### src/rtl/pixout_fmt.sv
module pixout_fmt #(
  parameter int LAT_BYTE = 9,
  parameter int LAT_NIB  = 18,
  parameter int RB_W     = 10
) (
  input  logic        clk,
  input  logic        rst_n,
  input  logic        smp_vld,
  input  logic [15:0] smp_r,
  input  logic [15:0] smp_g,
  input  logic [15:0] smp_b,
  input  logic [2:0]  chan_code,
  input  logic        nibble_mode,
  input  logic        rb_en,
  input  logic [RB_W-1:0] rb_word,
  input  logic        out_hiz,
  output logic [7:0]  pix_bus,
  output logic        bus_oe,
  output logic        slot_vld
);
  localparam int SW     = 16;
  localparam int TAP_B  = 2*LAT_BYTE - 1;
  localparam int TAP_N  = 2*LAT_NIB - 1;
  localparam int DEPTH  = (TAP_N > TAP_B) ? TAP_N + 1 : TAP_B + 1;

  typedef struct packed {
    logic          rb;
    logic          nib;
    logic [2:0]    code;
    logic [3*SW-1:0] d;
  } ent_t;

  function automatic logic [1:0] chan_at(input logic [2:0] code, input logic [1:0] pos);
    case (code)
      3'b000:  return pos;
      3'b001:  return 2'd0;
      3'b010:  return 2'd1;
      3'b011:  return 2'd2;
      3'b100:  return pos;
      3'b101:  return (pos == 2'd0) ? 2'd1 : 2'd0;
      3'b110:  return (pos == 2'd0) ? 2'd1 : 2'd2;
      default: return (pos == 2'd0) ? 2'd2 : 2'd0;
    endcase
  endfunction

  function automatic logic [3:0] total_of(input ent_t e);
    logic [1:0] n;
    n = (e.code == 3'b000) ? 2'd3 : (e.code[2] ? 2'd2 : 2'd1);
    return e.nib ? {n, 2'b00} : {1'b0, n, 1'b0};
  endfunction

  function automatic logic [7:0] slice_of(input ent_t e, input logic [3:0] step);
    logic [1:0]    pos, part;
    logic [SW-1:0] w;
    pos  = e.nib ? step[3:2] : step[2:1];
    part = e.nib ? step[1:0] : {1'b0, step[0]};
    case (chan_at(e.code, pos))
      2'd0:    w = e.d[SW-1:0];
      2'd1:    w = e.d[2*SW-1:SW];
      default: w = e.d[3*SW-1:2*SW];
    endcase
    if (e.nib) begin
      case (part)
        2'd0:    return {w[15:12], 4'b0000};
        2'd1:    return {w[11:8],  4'b0000};
        2'd2:    return {w[7:4],   4'b0000};
        default: return {w[3:0],   4'b0000};
      endcase
    end
    return part[0] ? w[7:0] : w[15:8];
  endfunction

  ent_t       pipe_q [DEPTH];
  logic       pvld_q [DEPTH];
  ent_t       in_ent, take, cur_q;
  logic [3:0] step_q, cur_total;
  logic       busy_q, more, tap_b, tap_n;
  logic [SW-1:0] rb_pad;

  assign rb_pad = {{(SW-RB_W){1'b0}}, rb_word};
  assign in_ent = '{rb: rb_en, nib: nibble_mode, code: chan_code,
                    d: rb_en ? {rb_pad, rb_pad, rb_pad} : {smp_b, smp_g, smp_r}};

  always_ff @(posedge clk) begin
    if (!rst_n) begin
      for (int i = 0; i < DEPTH; i++) begin
        pvld_q[i] <= 1'b0;
        pipe_q[i] <= '0;
      end
    end else begin
      pvld_q[0] <= smp_vld;
      pipe_q[0] <= in_ent;
      for (int i = 1; i < DEPTH; i++) begin
        pvld_q[i] <= pvld_q[i-1];
        pipe_q[i] <= pipe_q[i-1];
      end
    end
  end

  assign tap_n     = pvld_q[TAP_N] &&  pipe_q[TAP_N].nib;
  assign tap_b     = pvld_q[TAP_B] && !pipe_q[TAP_B].nib;
  assign take      = tap_n ? pipe_q[TAP_N] : pipe_q[TAP_B];
  assign cur_total = total_of(cur_q);
  assign more      = busy_q && ((step_q + 4'd1) < cur_total);

  always_ff @(posedge clk) begin
    if (!rst_n) begin
      cur_q    <= '0;
      step_q   <= '0;
      busy_q   <= 1'b0;
      pix_bus  <= '0;
      slot_vld <= 1'b0;
      bus_oe   <= 1'b0;
    end else begin
      bus_oe <= !out_hiz;
      if (more) begin
        step_q   <= step_q + 4'd1;
        pix_bus  <= slice_of(cur_q, step_q + 4'd1);
        slot_vld <= 1'b1;
      end else if (tap_n || tap_b) begin
        cur_q    <= take;
        step_q   <= '0;
        busy_q   <= 1'b1;
        pix_bus  <= slice_of(take, 4'd0);
        slot_vld <= 1'b1;
      end else begin
        busy_q   <= 1'b0;
        step_q   <= '0;
        pix_bus  <= '0;
        slot_vld <= 1'b0;
      end
    end
  end
endmodule

### config.mk
export PLATFORM = sky130hd
export DESIGN_NAME = pixout_fmt
export DESIGN_NICKNAME = d
export VERILOG_FILES = /design/src/rtl/pixout_fmt.sv
export SDC_FILE = /design/constraint.sdc
export NUM_CORES = 2
export LEC_CHECK = 0
export BUFFER_PORTS_ARGS = -buffer_cell sky130_fd_sc_hd__buf_2
export CAP_MARGIN = 20
export CORE_MARGIN = 5
export CORE_UTILIZATION = 65
export CTS_BUF_LIST = sky130_fd_sc_hd__clkbuf_4 sky130_fd_sc_hd__clkbuf_8
export DETAILED_ROUTE_END_ITERATION = 16
export GPL_TIMING_DRIVEN = 0
export PLACE_DENSITY = 0.83
export SLEW_MARGIN = 20
export SYNTH_ARGS = -nofsm -noshare
export SYNTH_HDL_FRONTEND = slang
export SYNTH_SLANG_ARGS = --single-unit
### constraint.sdc
create_clock -name clk -period 6.6 [get_ports clk]
set_clock_uncertainty 0.15 [all_clocks]
set_input_delay 0.33 -clock clk [delete_from_list [all_inputs] [get_ports clk]]
set_output_delay 0.33 -clock clk [all_outputs]
set_load 0.01 [all_outputs]
==> results.txt <==
share of layout cells above drive strength 1: 11.4%
asr flop ratio synth: 0%
most common cell after layout, fill and taps aside: dfxtp_1
1st-iter DRT viols: 1671
Non-Filler Instances: 6451
commonest cells after routing, fill and taps aside: dfxtp_1 (1975), and2_1 (1882), clkbuf_8 (363)
Post-CTS Setup Inserts: 0
CTS Buffer Depth: 4
#FFs+latches synth: 1975
Top delay family on crit path: buffers and inverters
routability cong.: 0.925
Final Hold Fails: 0
worst slew pin tran: 1.18 ns
grt ovf: 0
post-synthesis sequential area ratio: 71.6%
Die ar.: 90900 sq um
post-DR wirelength/cell: 19.1 um
CP Data Required Time: 7.24 ns
vias in the first global route: 34500
Max-slew headroom: 21.2%
Achievable Freq: 271 MHz
Routed WL: 123000 um
Crit. End Element: flop
synth warn: 0
slowest CP cell: clkbuf_1
final-report setup violation count: 0
setup_tns: 0 ns
TritonCTS clock tree: done
Hold Path Class: in2reg
worst-skew pair later-pin latency: 0.93 ns
initial antenna violation count: 13
Die X: 302 um
fin. max-slew vios: 0
Post-CTS Resized: 0
Post-Syn Area per Cell: 12.1 sq um
Max IR drop VDD: 239 uV
CTS H-tree depth: 5
final period utilization: 56.0%
crit-path max FO: 10
RSZ-0062 raised after global routing: no
largest net degree at the start of global routing: 17
Tmin final: 3.70 ns
cell count after synthesis: 4582
startpoint types: flop
Post-Syn Nets: 4652
CORE AREA: 84700 sq um
I/O pin cnt: 77
Worst Path Arrival: 4.34 ns
post-detail-place hpwl: 70600 um
DRC viols: 0
Final nets: 5181
CP bufs+invs: 4
CTS Root Cell: clkbuf_8
status: finished, final reports clean
Syn-to-layout area delta: 17.0%
Unique masters post-synth: 65
Cell Pwr Density: 346 nW/um^2
Finished Core Util: 76.3%
max_cap viols: 0
Starting Density: 65.2%
via/cell ratio: 4.92
critical-path cell list: clkbuf_1 -> nor2_1 -> or3_1 -> o21ai_0 -> ha_1 -> o31a_1 -> o21ai_1 -> nand3b_1 -> o21a_1 -> clkbuf_1 -> buf_2 -> buf_2 -> a311oi_1
first-pass GRT wire length: 191000 um
post-layout instance area: 64600 sq um
Filler Cell Count: 4661
cts hold-fix bufs: 156
first-pass iteration count of the detailed router: 5
vias: 31800
CTS clk-pin slew, worst paths: 0.07 ns
Leakage: 26.9 nW
Placed Cells: 5801
Buffers on Ports: 75
dpl cell area: 57100 sq um
number of flops mapped to enable cells by yosys: 0
prevailing post-synth register cell: dfxtp_1
Total GRT Usage: 27.5%
# clock sinks: 1975
Post-Syn Area: 55300 sq um
Num CTS Buffers: 296
Crit Path Class: reg2reg
CP peak stage delay: 0.43 ns
row count: 107
Antenna Nets Post-Route: 0
die height: 302 um
==> worst register-to-register path, delay by kind of cell, from the launching register on <==
family | cells | cell delay (ns)
buf+inv | 4 | 1.12
flops | 1 | 0.30
fa+ha+maj | 1 | 0.25
compound gates | 5 | 0.84
simple gates | 3 | 0.94
==> metrics by stage <==
stage | hold WS (ns) | power [W] | worst slack [ns]
after detailed placement | 0.267 | 0.0125 | 2.95
final | 0.0642 | 0.0224 | 2.90
after global placement | 0.263 | 0.0125 | 3.02
after global routing | 0.0283 | 0.0231 | 2.68
after floorplan | 0.247 | 0.0124 | 3.81
after CTS | 0.00115 | 0.0224 | 2.96
==> power breakdown <==
part,internal [W],total (W),switching [W]
sequential,0.0120,0.0120,0.0000198
combinational,0.000137,0.000376,0.000239
clock,0.00563,0.0100,0.00438
total,0.0177,0.0224,0.00464
==> sequential cells by signal, indices dropped and copies added (netlist names) <==
signal	flops
pix_bus	8
pvld_q	36
step_q	4
pipe_q	1872
cur_q	52
slot_vld	1
busy_q	1
bus_oe	1
==> final timing paths <==
check | from | to | slack, ns | depth (start not counted)
max | cur_q[48] | cur_q[11] | 2.90 | 13
min | smp_b[13] | pipe_q[0][45] | 0.06 | 3
max reg2reg | cur_q[48] | cur_q[11] | 2.90 | 13
min reg2reg | pipe_q[0][1058] | pipe_q[0][1111] | 0.23 | 1
==> area by class of cell <==
| cell class | count | area (sq um) | share of cell area [%] |
|---|---|---|---|
| Sequential cell | 1975 | 39500 | 61.2 |
| Multi-Input combinational cell | 2340 | 14700 | 22.7 |
| Clock buffer | 452 | 5660 | 8.76 |
| Timing Repair Buffer | 231 | 1940 | 3.00 |
| Tap cell | 1144 | 1430 | 2.21 |
| Buffer | 255 | 973 | 1.51 |
| Clock inverter | 31 | 310 | 0.480 |
| Inverter | 12 | 45.0 | 0.0697 |
| Antenna cell | 11 | 27.5 | 0.0426 |
==> Yosys cell counts, drive strengths merged, types with 6 or more instances <==
master  count  area share [%]
dfxtp    1975              72
and2     1882              21
clkbuf    239             1.6
nand2     111            0.75
nor2       67            0.46
a311oi     43            0.68
a21oi      41            0.38
nand2b     32            0.36
buf        16            0.13
o21ai      15            0.16
a211oi     12            0.16
inv        12           0.082
mux2i      10            0.19
nor3       10            0.11
a31oi       9            0.10
nand3       9           0.091
mux4        8            0.33
o21a        8            0.11
or3         8           0.091
o31ai       6           0.082
==> cells by family after synthesis <==
kind of cell	Yosys count	share of synthesized area (%)
simple gates	2134	23.4
flops	1975	71.6
buf+inv	267	1.84
compound gates	182	2.59
mux	19	0.534
fa+ha+maj	3	0.0679
xor+xnor	2	0.0453
==> metal layers <==
layer  track usage, %  vias to the layer above  wire (um)  part of all wire, %
li1                 -                    15300          -                    -
met2             49.8                      977      63900                   52
met4             14.7                        0       6330                  5.1
met1             29.9                    15100      46100                   37
met3             6.25                      398       6700                  5.4
met5                0                        -          0                    0
Power figures use the tool's default switching activity.
